### config.mk
export PLATFORM = sky130hd
export DESIGN_NAME = wdt_guard
export DESIGN_NICKNAME = d
export VERILOG_FILES = /design/src/rtl/wdt_pkg.sv /design/src/rtl/wdt_counter.sv /design/src/rtl/wdt_ctrl.sv /design/src/rtl/wdt_pulse.sv /design/src/rtl/wdt_guard.sv
export SDC_FILE = /design/constraint.sdc
export NUM_CORES = 1
export LEC_CHECK = 0
export BUFFER_PORTS_ARGS = -buffer_cell sky130_fd_sc_hd__buf_2
export CORE_ASPECT_RATIO = 2
export CORE_UTILIZATION = 40
export DETAILED_ROUTE_END_ITERATION = 8
export PLACE_DENSITY_LB_ADDON = 0.3
export REMOVE_ABC_BUFFERS = 1
export SYNTH_ARGS = -nofsm -noshare
export SYNTH_HDL_FRONTEND = slang
export SYNTH_SLANG_ARGS = --single-unit
### constraint.sdc
create_clock -name clk -period 2.21 [get_ports clk]
set_clock_uncertainty 0.1 [all_clocks]
set_input_delay 0.442 -clock clk [delete_from_list [all_inputs] [get_ports clk]]
set_output_delay 0.442 -clock clk [all_outputs]
set_load 0.005 [all_outputs]
### src/rtl/wdt_pkg.sv
// Package: shared types and constants for the watchdog block.
// Assumes: exactly four selectable intervals.
package wdt_pkg;
    localparam int NUM_SEL = 4;
    localparam int SEL_W   = 2;
    typedef logic [SEL_W-1:0] wdt_sel_t;
endpackage

### src/rtl/wdt_counter.sv
// Module: wdt_counter
// Counts clocks and raises tick_o for one cycle when the count reaches the
// selected interval. Clears on a qualified restart, on a change of the
// interval select, and while hold_i is high.
// Assumes: restart_i is already qualified by the write permit; EXP_BASE >= 1.
module wdt_counter
    import wdt_pkg::*;
#(
    parameter int EXP_BASE = 17,
    parameter int EXP_STEP = 3,
    parameter int CNT_W    = EXP_BASE + (NUM_SEL - 1) * EXP_STEP
) (
    input  logic     clk,
    input  logic     rst_n,
    input  wdt_sel_t sel_i,
    input  logic     restart_i,
    input  logic     hold_i,
    output logic     tick_o
);
    localparam int LW = CNT_W + 1;

    logic [CNT_W-1:0] lim_tbl [NUM_SEL];
    logic [CNT_W-1:0] cnt_q;
    wdt_sel_t         sel_q;
    logic             sel_chg;
    logic             terminal;
    logic             clear;

    // Build the terminal count for each interval select.
    for (genvar g = 0; g < NUM_SEL; g++) begin : g_lim
        localparam int            EXPN = EXP_BASE + g * EXP_STEP;
        localparam logic [LW-1:0] FULL = LW'(1) << EXPN;
        assign lim_tbl[g] = CNT_W'(FULL - LW'(1));
    end

    // Decode the events that act on the count this cycle.
    always_comb begin
        sel_chg  = (sel_i != sel_q);
        terminal = (cnt_q == lim_tbl[sel_q]);
        clear    = sel_chg || restart_i || hold_i;
        tick_o   = terminal && !clear;
    end

    // Advance, wrap or clear the count; track the applied select.
    always_ff @(posedge clk) begin
        if (!rst_n) begin
            cnt_q <= '0;
            sel_q <= '0;
        end else begin
            sel_q <= sel_i;
            if (clear || terminal) cnt_q <= '0;
            else                   cnt_q <= cnt_q + 1'b1;
        end
    end


    sel_restart_chk: assert property (@(posedge clk) disable iff (!rst_n)
        sel_chg |=> (cnt_q == '0));

    kick_clear_chk: assert property (@(posedge clk) disable iff (!rst_n)
        restart_i |=> (cnt_q == '0));

    hold_zero_chk: assert property (@(posedge clk) disable iff (!rst_n)
        hold_i |=> (cnt_q == '0));

    cnt_bound_chk: assert property (@(posedge clk) disable iff (!rst_n)
        cnt_q <= lim_tbl[sel_q]);
endmodule

### src/rtl/wdt_ctrl.sv
// Module: wdt_ctrl
// Holds the protected arm bit, qualifies the restart strobe with the write
// permit, and keeps the sticky timeout flag.
// Assumes: tick_i is a single-cycle timeout event from the counter.
module wdt_ctrl (
    input  logic clk,
    input  logic rst_n,
    input  logic unlock_i,
    input  logic kick_i,
    input  logic arm_we_i,
    input  logic arm_d_i,
    input  logic flag_clr_i,
    input  logic tick_i,
    output logic restart_o,
    output logic arm_o,
    output logic flag_o
);
    logic arm_q;
    logic flag_q;

    // Pass a restart only while writes are permitted.
    always_comb restart_o = kick_i && unlock_i;

    // Update the arm bit on a permitted write.
    always_ff @(posedge clk) begin
        if (!rst_n)                    arm_q <= 1'b0;
        else if (arm_we_i && unlock_i) arm_q <= arm_d_i;
    end

    // Set the flag on a timeout, which wins over a clear.
    always_ff @(posedge clk) begin
        if (!rst_n)          flag_q <= 1'b0;
        else if (tick_i)     flag_q <= 1'b1;
        else if (flag_clr_i) flag_q <= 1'b0;
    end

    assign arm_o  = arm_q;
    assign flag_o = flag_q;


    arm_locked_chk: assert property (@(posedge clk) disable iff (!rst_n)
        !(arm_we_i && unlock_i) |=> $stable(arm_q));

    flag_set_chk: assert property (@(posedge clk) disable iff (!rst_n)
        tick_i |=> flag_q);

    flag_sticky_chk: assert property (@(posedge clk) disable iff (!rst_n)
        (flag_q && !flag_clr_i) |=> flag_q);
endmodule

### src/rtl/wdt_pulse.sv
// Module: wdt_pulse
// Produces a reset request of exactly PULSE_LEN cycles when fire_i is high.
// Assumes: fire_i cannot recur during a pulse, because the counter is held.
module wdt_pulse #(
    parameter int PULSE_LEN = 4,
    parameter int PCW       = $clog2(PULSE_LEN + 1)
) (
    input  logic clk,
    input  logic rst_n,
    input  logic fire_i,
    output logic req_o
);
    logic [PCW-1:0] left_q;

    // Load the length on a fire event and count down to zero.
    always_ff @(posedge clk) begin
        if (!rst_n)               left_q <= '0;
        else if (fire_i)          left_q <= PCW'(PULSE_LEN);
        else if (left_q != '0)    left_q <= left_q - 1'b1;
    end

    assign req_o = (left_q != '0);


    pulse_len_chk: assert property (@(posedge clk) disable iff (!rst_n)
        left_q <= PCW'(PULSE_LEN));

    pulse_cause_chk: assert property (@(posedge clk) disable iff (!rst_n)
        $rose(req_o) |-> $past(fire_i));
endmodule

### src/rtl/wdt_guard.sv
// Module: wdt_guard (top)
// Watchdog timer: counter, protected controls, sticky flag and a
// fixed-length reset request when the arm bit is set.
// Assumes: unlock_i comes from an external unlock sequence.
module wdt_guard
    import wdt_pkg::*;
#(
    parameter int EXP_BASE  = 17,
    parameter int EXP_STEP  = 3,
    parameter int PULSE_LEN = 4
) (
    input  logic       clk,
    input  logic       rst_n,
    input  logic [1:0] ivl_sel_i,
    input  logic       kick_i,
    input  logic       arm_we_i,
    input  logic       arm_d_i,
    input  logic       unlock_i,
    input  logic       flag_clr_i,
    output logic       arm_o,
    output logic       expired_o,
    output logic       cpu_rst_o
);
    logic tick;
    logic restart;
    logic fire;

    wdt_counter #(.EXP_BASE(EXP_BASE), .EXP_STEP(EXP_STEP)) u_cnt (
        .clk(clk), .rst_n(rst_n), .sel_i(wdt_sel_t'(ivl_sel_i)),
        .restart_i(restart), .hold_i(cpu_rst_o), .tick_o(tick)
    );

    wdt_ctrl u_ctrl (
        .clk(clk), .rst_n(rst_n), .unlock_i(unlock_i), .kick_i(kick_i),
        .arm_we_i(arm_we_i), .arm_d_i(arm_d_i), .flag_clr_i(flag_clr_i),
        .tick_i(tick), .restart_o(restart), .arm_o(arm_o), .flag_o(expired_o)
    );

    // Request a reset only for a timeout while armed.
    always_comb fire = tick && arm_o;

    wdt_pulse #(.PULSE_LEN(PULSE_LEN)) u_pulse (
        .clk(clk), .rst_n(rst_n), .fire_i(fire), .req_o(cpu_rst_o)
    );


    disarmed_quiet_chk: assert property (@(posedge clk) disable iff (!rst_n)
        (tick && !arm_o && !cpu_rst_o) |=> !cpu_rst_o);
endmodule

## Word-level counts from Yosys, hierarchy flattened

Index checks and enable logic that the tools add are counted.

- Output and inout bits: 3
- Memories: 0
- Bits in registers: 33
- Logic and storage cells: 33
- Memory bits (writable): 0
- Bits in read-only memories: 0
- Latch bits: 0
- Input bits: 9

- Magnitude comparators: 1
- Add/sub/neg operators: 2
- Shifts and indexed selects: 0
- Div/mod/pow operators: 0
- Eq/ne operators: 2
- Mux-type cells: 7
- Bitwise logic cells: 2
- Reductions and logical operators: 13
- Multiply operators: 0

Operators with widths:

| cell | number |
|---|---|
| binary-select mux 26 bit (select 2 bit) | 1 |
| 2-to-1 mux 26 bit | 2 |
| adder 26 x 1 -> 26 bit, second input constant | 1 |
| equality test 26 bit | 1 |
| 2-to-1 mux 3 bit | 2 |
| logical AND 1 bit | 4 |
| nonzero test 2 bit | 2 |
| OR reduction 2 bit | 2 |
| greater-or-equal comparator 3 bit, second input constant | 1 |
| logical OR 1 bit | 3 |
| inverter 2 -> 3 bit | 1 |
| nonzero test 3 bit | 1 |
| subtractor 3 x 1 -> 3 bit, second input constant | 1 |
| 2-to-1 mux 1 bit | 2 |
| != test 2 bit | 1 |
| logical NOT 1 bit | 1 |
| inverter 1 bit | 1 |

## Longest topological paths before layout

Gate-level depths: netlist (run 1).

- Word-level depth: 8
- Gate-level depth with buffers: 8

## By module

From an unflattened synthesis (run 1), not the netlist that was laid out.

- Cell total of the unflattened synthesis: 184
- Area, all modules: 1,676.6 sq um

By module, submodules not included:

| module | area an instance (sq um) | instances | cells an instance | seq. area each (sq um) |
|---|---|---|---|---|
| wdt_counter | 1,420.1 | 1 | 156 | 560.5 |
| wdt_pulse | 167.7 | 1 | 18 | 60.1 |
| wdt_ctrl | 82.6 | 1 | 9 | 40.0 |
| wdt_guard | 6.3 | 1 | 1 | 0.0 |

## Worst setup path after synthesis (run 1)

No wires, ideal clock.

- Path type: register to register
- Start: register u_cnt.cnt_q[0]
- End: register u_cnt.cnt_q[24]
- Setup slack: 0.275 ns
- Stages on the path, launching flop included: 7
- Clock period less this slack: 1.935 ns
- Data required time: 2.039 ns
- Arrival: 1.764 ns
- Path through: dfxtp_1 -> ha_1 -> nand3_2 -> or3_1 -> clkbuf_1 -> or4_1 -> a21oi_1

- Cells in the longest elaborated chain, start to end: 3

Ends and longest elaborated chain:

| what | line | RTL |
|---|---|---|
| from (decl) | wdt_counter.sv:23 | `logic [CNT_W-1:0] cnt_q;` |
| from (signal assigned) | wdt_counter.sv:52 | `else cnt_q <= cnt_q + 1'b1;` |
| parallel branches: the longest is 3 deep, another holds adder 26 x 1 -> 26 bit | - |  |

Several ways; the timed one is not identified.
A chain may end at the register's enable or synchronous reset.

## Worst setup path in the final report (run 1)

Same ends and word-level chain as after synthesis.

==> results of run 1 <==
cell type report:
| type | count | area share (%) |
|---|---|---|
| repair buffers | 15 | 5.20 |
| clock buffers | 7 | 4.60 |
| well taps | 52 | 3.47 |
| flip-flops and latches | 33 | 35.2 |
| multi-input cells | 138 | 49.7 |
| inverters | 9 | 1.80 |
power groups by stage:
stage / sequential (mW) / combinational [mW] / clock (mW)
3_3_place_gp: 0.642 / 0.176 / 0
6_report: 0.629 / 0.181 / 0.461
4_1_cts: 0.629 / 0.184 / 0.469
2_1_floorplan: 0.639 / 0.128 / 0
3_5_place_dp: 0.643 / 0.183 / 0
5_1_grt: 0.632 / 0.208 / 0.502
routing by layer:
metal | vias to the layer above | routed length, um | GRT usage, % | part of all wire (%)
met5 | - | 0 | 0 | 0
met1 | 675 | 1390 | 16.7 | 41
met3 | 6 | 87 | 5.21 | 2.6
met4 | 0 | 66 | 6.94 | 1.9
li1 | 720 | - | - | -
met2 | 15 | 1850 | 32.7 | 54
worst paths after layout:
path                              startpoint                         end  slack, ns  cells past startpoint
hold reg to reg   u_ctrl.flag_o$_SDFFE_PN0P_  u_ctrl.flag_o$_SDFFE_PN0P_       0.38                      1
hold / removal                  ivl_sel_i[1]   u_cnt.sel_q[1]$_SDFF_PN0_       0.28                      2
setup reg to reg   u_cnt.cnt_q[0]$_SDFF_PP0_  u_cnt.cnt_q[24]$_SDFF_PP0_       0.16                      5
setup / recovery   u_cnt.cnt_q[0]$_SDFF_PP0_  u_cnt.cnt_q[24]$_SDFF_PP0_       0.16                      5
worst max-delay path: cells and delay by family (launching register included):
kind	cells	cell delay, ns
AOI/OAI and AO/OA	1	0.15
adders and majority gates	1	0.24
DFF	1	0.37
and+or+nand+nor	3	1.15
flip-flops by register name, indices dropped and copies added, names as in the netlist:
name	count
u_ctrl.flag_o	1
u_cnt.sel_q	2
u_pulse.left_q	3
u_cnt.cnt_q	26
u_ctrl.arm_o	1
layout by cell type (no fill, tap or decap), types with 2 or more instances in the layout:
cell type,n
o21ai_0,8
xor2_1,4
a21oi_1,8
clkbuf_8,6
inv_1,9
nand4_1,4
nand3_1,8
or4_1,4
nor2_1,4
nand2_1,13
and4_1,2
nor2b_1,2
and3_1,4
nor3_1,19
or3_1,6
xnor2_1,12
o31ai_1,4
nor4_1,5
buf_4,3
a211oi_1,5
ha_1,4
dfxtp_1,33
and2_1,5
buf_2,11
through the flow:
step	cell area, um^2	std cells	hold slack [ns]	power, mW	worst slack (ns)
detailed placement	1790	247	0.362	0.825	0.160
global route	1880	254	0.296	1.34	0.00149
CTS	1880	254	0.285	1.28	0.146
finish	1880	254	0.279	1.27	0.157
global placement	1790	247	0.354	0.818	0.190
floorplan	1630	180	0.354	0.767	0.0879
kinds of logic after synthesis:
group / share of synthesized area, %
AOI/OAI and AO/OA: 14.1
xor gates and xnor gates: 8.37
adders and majority gates: 2.99
buffers and inverters: 4.86
DFF: 39.5
muxes: 0.598
and+or+nand+nor: 29.7
==> summary.txt, run 1 <==
Setup path
  • Critical Path AT: 2.18 ns
  • CP cell instances: ha_1 -> nand3_2 -> or3_1 -> or4_1 -> a21oi_1
  • Worst setup SP type: flop
  • CP max stage delay: 0.50 ns
  • CP Capture Type: flop
  • WS Path Type: reg2reg
  • Critical path required time: 2.33 ns
  • Crit-path max FO: 8
  • Slowest cell on the critical path: or4_1

Finish
  • Multi-input logic area: 932 um^2
  • Final core area utilization: 46.4%
  • Share of cells above drive strength 1: 14.4%
  • Fill cells: 444
  • Antenna Cells: 0
  • Fin nets: 215
  • Reg area: 661 um^2
  • Syn-to-layout area delta: 12.0%

Global route
  • Grt ovf: 0
  • First-pass GRT wire length: 5.72 mm
  • Vias in the first global route: 1,418
  • Total GRT Usage: 17.8%
  • Largest net degree at the start of global routing: 27
  • Initial antenna violation count: 0

Power
  • Power share of the sequential group: 49.5%
  • Clk pwr share: 36.3%
  • P_int: 0.941 mW
  • Combinational share of power: 14.2%
  • LEAKAGE: 0.613 nW
  • Switching portion of total power: 26.0%
  • Power per cell area: 678 nW/um^2
  • Sw power: 0.330 mW
  • Peak VDD IR: 383 uV

Synthesis
  • Number of synthesized flops with an enable pin: 0
  • Syn Std Cell Area: 1670 um^2
  • Mapped Cells: 189
  • Area contributors post-synth: dfxtp_1, xnor2_1, nor3_1
  • Synth cell count leaders: dfxtp_1, nor3_1, nand2_1
  • Top_reg_cell synth: dfxtp_1
  • Largest area contributor in the synthesized netlist: dfxtp_1
  • Yosys warns: 0
  • Distinct cells, synth: 42
  • Top-count cell post-synth: dfxtp_1
  • Post-synthesis sequential area ratio: 39.5%
  • Share of async-settable or async-resettable flops after synthesis: 0%
  • #FFs+latches synth: 33
  • Syn_area_per_cell: 8.86 um^2
  • Top-area cell type share of the netlist area: 39.5%

Timing
  • Tmin final: 2.05 ns
  • RSZ-0062 raised after global routing: false
  • Tcrit/Tclk final: 92.9%
  • Least-Margin Pin Slew: 0.446 ns
  • Final setup violation count: 0
  • Number of slew-limit violations in the final report: 0
  • Final count of hold timing violations: 0
  • TNS Setup: 0 ns
  • Max-slew headroom: 70.0%
  • FMAX: 487 MHz

Floorplan
  • IO Pins: 12
  • Core Box Area: 4050 um^2
  • Rows: 33
  • Die Wd: 47.7 um
  • Die area: 4460 um^2
  • Die height: 93.5 um
  • Initial core utilization: 41.4%

Clocking
  • H-tree lvl count: 2
  • Total CTS buffers: 5
  • CTS Sinks: 33
  • Clock transition at the registers of the reported paths: 0.07 ns
  • CTS tree: built
  • Clk buf depth: 2
  • Hold buffer count at cts: 0
  • # resized after CTS: 0
  • Cell chosen for the clock root: clkbuf_8
  • Worst skew pair latency: 0.29 ns
  • Number of setup buffers added after CTS: 0

Route
  • Vias per cell: 5.57
  • Routed wire length: 3.40 mm
  • DRT iter0 DRCs: 21
  • Vias: 1,416
  • Post-route DRC: 0
  • DRT antenna net count: 0
  • DRT Pass-1 Iters: 4
  • DR WL/cell: 13.4 um

Placed design
  • DP Wirelength: 2.39 mm
  • Routability cong.: 0.815
  • Port Buf Inserts: 11

Hold path
  • Min-delay worst type: in2reg

Run
  • Max-cap check violation count: 0

Run status
  • Status: completed
Note: power is estimated with default switching activity, not from simulation.
==> run 2: changes to the inputs <==
--- a/config.mk
+++ b/config.mk
@@ -6,8 +6,10 @@
 export NUM_CORES = 1
 export LEC_CHECK = 0
 export BUFFER_PORTS_ARGS = -buffer_cell sky130_fd_sc_hd__buf_2
+export CELL_PAD_IN_SITES_DETAIL_PLACEMENT = 2
+export CELL_PAD_IN_SITES_GLOBAL_PLACEMENT = 2
 export CORE_ASPECT_RATIO = 2
-export CORE_UTILIZATION = 40
+export CORE_UTILIZATION = 36
 export DETAILED_ROUTE_END_ITERATION = 8
 export PLACE_DENSITY_LB_ADDON = 0.3
 export REMOVE_ABC_BUFFERS = 1
==> run 2 against run 1 <==
- critical path depth decreased by 1
- utilization fell by 2.7 points
- maximum frequency decreased by 0.51%
- sequential share of layout area fell by 0.98 points
- global-route usage grew 4.3 points
==> summary.txt, run 2 (synthesis gave the netlist of run 1 again) <==
Run status
  • Status: completed

Finish
  • Top Registers: u_cnt.cnt_q (26), u_pulse.left_q (3), u_cnt.sel_q (2)
  • Share of cells above drive strength 1: 17.2%
  • Fin nets: 216
  • Final Non-Filler Cells: 258
  • Syn-to-layout area delta: 15.5%
  • Final core area utilization: 43.7%
  • Commonest cells after routing, fill and taps aside: dfxtp_1, nor3_1, nand2_1
  • Most common cell after layout, fill and taps aside: dfxtp_1
  • Top reg by flops: u_cnt.cnt_q
  • Max reg flops: 26
  • Antenna Cells: 0

Power
  • Peak VDD IR: 410 uV
  • Total power: 1.44 mW
  • Power per cell area: 746 nW/um^2
  • LEAKAGE: 0.633 nW

Hold path
  • Min-delay worst type: in2reg

Global route
  • Total GRT Usage: 22.1%
  • Largest net degree at the start of global routing: 27
  • Initial antenna violation count: 0
  • Grt ovf: 0
  • Vias in the first global route: 1,769
  • First-pass GRT wire length: 8.14 mm

Route
  • DRT antenna net count: 0
  • Routed wire length: 4.92 mm
  • DRT iter0 DRCs: 4
  • Vias: 1,505
  • Post-route DRC: 0
  • DR WL/cell: 19.1 um
  • DRT Pass-1 Iters: 4
  • Vias per cell: 5.83

Timing
  • Tcrit/Tclk final: 93.4%
  • Number of slew-limit violations in the final report: 0
  • Final setup violation count: 0
  • FMAX: 485 MHz
  • Max-slew headroom: 72.3%
  • Hold slack: 0.301 ns
  • RSZ-0062 raised after global routing: false
  • TNS Setup: 0 ns
  • Least-Margin Pin Slew: 0.412 ns
  • Final count of hold timing violations: 0
  • Tmin final: 2.06 ns

Setup path
  • CP max stage delay: 0.50 ns
  • Critical path required time: 2.32 ns
  • Critical Path AT: 2.17 ns
  • Crit-path max FO: 13
  • CP cell instances: nand4_4 -> or3_4 -> or4_1 -> a211oi_1
  • WS Path Type: reg2reg
  • CP Capture Type: flop
  • Slowest cell on the critical path: or3_4
  • Buf+Inv Stages, Crit Path: 0
  • Worst setup SP type: flop
  • Top delay family on crit path: simple AND/OR/NAND/NOR gates

Clocking
  • H-tree lvl count: 2
  • CTS tree: built
  • Cell chosen for the clock root: clkbuf_8
  • Worst skew pair latency: 0.29 ns
  • CTS Sinks: 33
  • Clock transition at the registers of the reported paths: 0.08 ns
  • Total CTS buffers: 5
  • Clk buf depth: 2
  • Hold buffer count at cts: 0

Placed design
  • Port Buf Inserts: 11
  • Routability cong.: 0.778
  • Placed cell count: 250
  • DP Wirelength: 3.63 mm

Floorplan
  • IO Pins: 12
  • Core Box Area: 4420 um^2
  • Die Wd: 50.2 um
  • Initial core utilization: 37.8%
  • Rows: 34
  • Die area: 4940 um^2
  • Die height: 98.4 um

Run
  • Max-cap check violation count: 0
run 2: cell count changes in the layout (fill, tap and decap cells not counted), sizes merged:
cell / delta
buf: +1
bufinv: +1
run 2: repair_timing:
item | CTS | global route
endpoints found under the setup margin | 0 | 23
gates resized for setup | 0 | 6
setup buffers | 0 | 0
run 2: layer usage:
layer | GRT usage (%) | routed length, um | vias to the layer above
met4 | 9.23 | 118 | 0
met3 | 4.01 | 119 | 9
met5 | 0 | 0 | -
li1 | - | - | 713
met2 | 44.8 | 2990 | 25
met1 | 19.5 | 1690 | 758
run 2: where the power goes:
| part | switching, mW | internal [mW] | leakage [nW] | total (mW) |
|---|---|---|---|---|
| logic | 0.130 | 0.0831 | 0.307 | 0.213 |
| registers | 0.0156 | 0.615 | 0.267 | 0.630 |
| clock network | 0.231 | 0.368 | 0.0585 | 0.599 |
| total | 0.377 | 1.07 | 0.633 | 1.44 |
run 2: cell type report:
cell class / instances / area [um^2]
Fill cell: 503 / 2490
Multi-Input combinational cell: 138 / 957
Sequential cell: 33 / 662
Timing Repair Buffer: 16 / 96.3
Clock buffer: 7 / 86.3
Tap cell: 54 / 67.6
Inverter: 9 / 33.8
Clock inverter: 1 / 30.0
run 2: path summary, 6_finish.rpt:
| kind | start | cells past startpoint | slack, ns | end |
|---|---|---|---|---|
| worst min register to register | u_ctrl.flag_o$_SDFFE_PN0P_ | 1 | 0.39 | u_ctrl.flag_o$_SDFFE_PN0P_ |
| worst min-delay path | ivl_sel_i[0] | 2 | 0.30 | u_cnt.sel_q[0]$_SDFF_PN0_ |
| worst max-delay path | u_cnt.cnt_q[4]$_SDFF_PP0_ | 4 | 0.15 | u_cnt.cnt_q[21]$_SDFF_PP0_ |
| worst max register to register | u_cnt.cnt_q[4]$_SDFF_PP0_ | 4 | 0.15 | u_cnt.cnt_q[21]$_SDFF_PP0_ |
run 2: metrics by stage:
step	instance area, um^2	worst slack [ns]
2_1_floorplan	1630	0.0879
3_3_place_gp	1790	0.197
3_5_place_dp	1790	0.0483
4_1_cts	1900	0.0267
5_1_grt	1930	0.0316
6_report	1930	0.146
==> run 3: changes to the inputs <==
--- a/config.mk
+++ b/config.mk
@@ -11,6 +11,7 @@
 export CORE_ASPECT_RATIO = 2
 export CORE_UTILIZATION = 36
 export DETAILED_ROUTE_END_ITERATION = 8
+export MAX_ROUTING_LAYER = met4
 export PLACE_DENSITY_LB_ADDON = 0.3
 export REMOVE_ABC_BUFFERS = 1
 export SYNTH_ARGS = -nofsm -noshare
==> run 3 against run 2 <==
- non-clock buffer count stayed put
- critical endpoint unchanged
- via count unchanged
- power hardly changed
- critical path depth unchanged
- register-to-register slack barely moved
- hold slack better by 0.00089 ns
- sequential share of layout area is the same
- design area unchanged
- count of clock-buffer cells in the layout unchanged
==> summary.txt, run 3 (synthesis gave the netlist of run 1 again) <==
Power
  • Switching portion of total power: 26.1%
  • LEAKAGE: 0.633 nW
  • Sw power: 0.375 mW
  • Peak VDD IR: 410 uV
  • Combinational share of power: 14.8%
  • Power per cell area: 745 nW/um^2
  • Clk pwr share: 41.4%
  • Power share of the sequential group: 43.7%
  • P_int: 1.07 mW

Timing
  • Number of slew-limit violations in the final report: 0
  • TNS Setup: 0 ns
  • Max-slew headroom: 72.3%
  • Tcrit/Tclk final: 93.4%
  • RSZ-0062 raised after global routing: false
  • FMAX: 484 MHz
  • Tmin final: 2.06 ns
  • Final count of hold timing violations: 0
  • Least-Margin Pin Slew: 0.412 ns
  • Final setup violation count: 0

Global route
  • Grt ovf: 0
  • Initial antenna violation count: 0
  • Total GRT Usage: 22.7%
  • Largest net degree at the start of global routing: 27
  • Vias in the first global route: 1,770
  • First-pass GRT wire length: 8.14 mm

Floorplan
  • Die Wd: 50.2 um
  • Die height: 98.4 um
  • Initial core utilization: 37.8%
  • Die area: 4940 um^2
  • Core Box Area: 4420 um^2
  • Rows: 34
  • IO Pins: 12

Route
  • DRT Pass-1 Iters: 4
  • Vias: 1,505
  • Vias per cell: 5.83
  • Post-route DRC: 0
  • Met2 wire length: 2.99 mm
  • DRT iter0 DRCs: 4
  • DR WL/cell: 19.0 um
  • Highest Signal Layer: met4
  • DR WL met3: 119 um
  • DRT antenna net count: 0
  • Met1 wire length: 1.68 mm
  • Routed wire length: 4.91 mm

Finish
  • Final Non-Filler Cells: 258
  • Top Registers: u_cnt.cnt_q (26), u_pulse.left_q (3), u_cnt.sel_q (2)
  • Fill cells: 503
  • Fin nets: 216
  • Share of cells above drive strength 1: 17.2%
  • Antenna Cells: 0
  • Max reg flops: 26
  • Top reg by flops: u_cnt.cnt_q
  • Syn-to-layout area delta: 15.5%
  • Most common cell after layout, fill and taps aside: dfxtp_1
  • Commonest cells after routing, fill and taps aside: dfxtp_1, nor3_1, nand2_1

Clocking
  • CTS Sinks: 33
  • # resized after CTS: 0
  • Hold buffer count at cts: 0
  • Number of setup buffers added after CTS: 0
  • Clock transition at the registers of the reported paths: 0.07 ns
  • Worst skew pair latency: 0.29 ns
  • CTS tree: built
  • Cell chosen for the clock root: clkbuf_8
  • H-tree lvl count: 2
  • Clk buf depth: 2
  • Total CTS buffers: 5

Setup path
  • Crit-path max FO: 13
  • Worst setup SP type: flop
  • CP Capture Type: flop
  • Critical Path AT: 2.17 ns
  • WS Path Type: reg2reg
  • Critical path required time: 2.32 ns

Hold path
  • Min-delay worst type: in2reg

Placed design
  • Routability cong.: 0.788
  • DP Wirelength: 3.63 mm
  • Port Buf Inserts: 11
  • Placed cell count: 250

Run
  • Max-cap check violation count: 0

Run status
  • Status: completed
-- run 3: cell counts in the layout (fill, tap and decap cells not counted) --
No cell type changed its count.
-- run 3: critical path, stage by stage, from the launching register on --
cell and delay (ns):
dfxtp_1 0.44, nand4_4 0.20, or3_4 0.50, or4_1 0.49, a211oi_1 0.24
-- run 3: final cells by class --
type	count	area (um^2)	area share [%]
clock buffer	7	86.3	4.47
inverter	9	33.8	1.75
clock inverter	1	30.0	1.55
sequential	33	662	34.2
timing repair buffer	16	96.3	4.98
tap	54	67.6	3.50
multi-input combinational	138	957	49.5
-- run 3: power groups by stage --
stage	combinational [mW]	clock (mW)	sequential (mW)
floorplan	0.128	0	0.639
global placement	0.170	0	0.641
detailed placement	0.198	0	0.644
CTS	0.203	0.612	0.630
global route	0.236	0.641	0.632
finish	0.214	0.597	0.630
-- run 3: through the flow --
stage / total power, mW / utilization (%) / hold slack, ns / instance area, um^2 / setup slack [ns]
2_1_floorplan: 0.767 / - / 0.354 / 1630 / 0.0879
3_3_place_gp: 0.811 / 40.4 / 0.359 / 1790 / 0.197
3_5_place_dp: 0.842 / 40.4 / 0.375 / 1790 / 0.0483
4_1_cts: 1.45 / 43.0 / 0.281 / 1900 / 0.0267
5_1_grt: 1.51 / 43.7 / 0.308 / 1930 / 0.0316
6_report: 1.44 / 43.7 / 0.301 / 1930 / 0.146
-- run 3: layer usage --
metal	global-route usage, %	vias up
li1	-	713
met1	19.5	758
met2	44.8	25
met3	4.01	9
met4	9.23	0
met5	-	-
-- run 3: path summary, 6_finish.rpt --
path | from | endpoint | slack (ns) | cells past startpoint
max reg2reg | u_cnt.cnt_q[4]$_SDFF_PP0_ | u_cnt.cnt_q[21]$_SDFF_PP0_ | 0.15 | 4
max | u_cnt.cnt_q[4]$_SDFF_PP0_ | u_cnt.cnt_q[21]$_SDFF_PP0_ | 0.15 | 4
min | ivl_sel_i[0] | u_cnt.sel_q[0]$_SDFF_PN0_ | 0.30 | 2
min reg2reg | u_ctrl.flag_o$_SDFFE_PN0P_ | u_ctrl.flag_o$_SDFFE_PN0P_ | 0.39 | 1
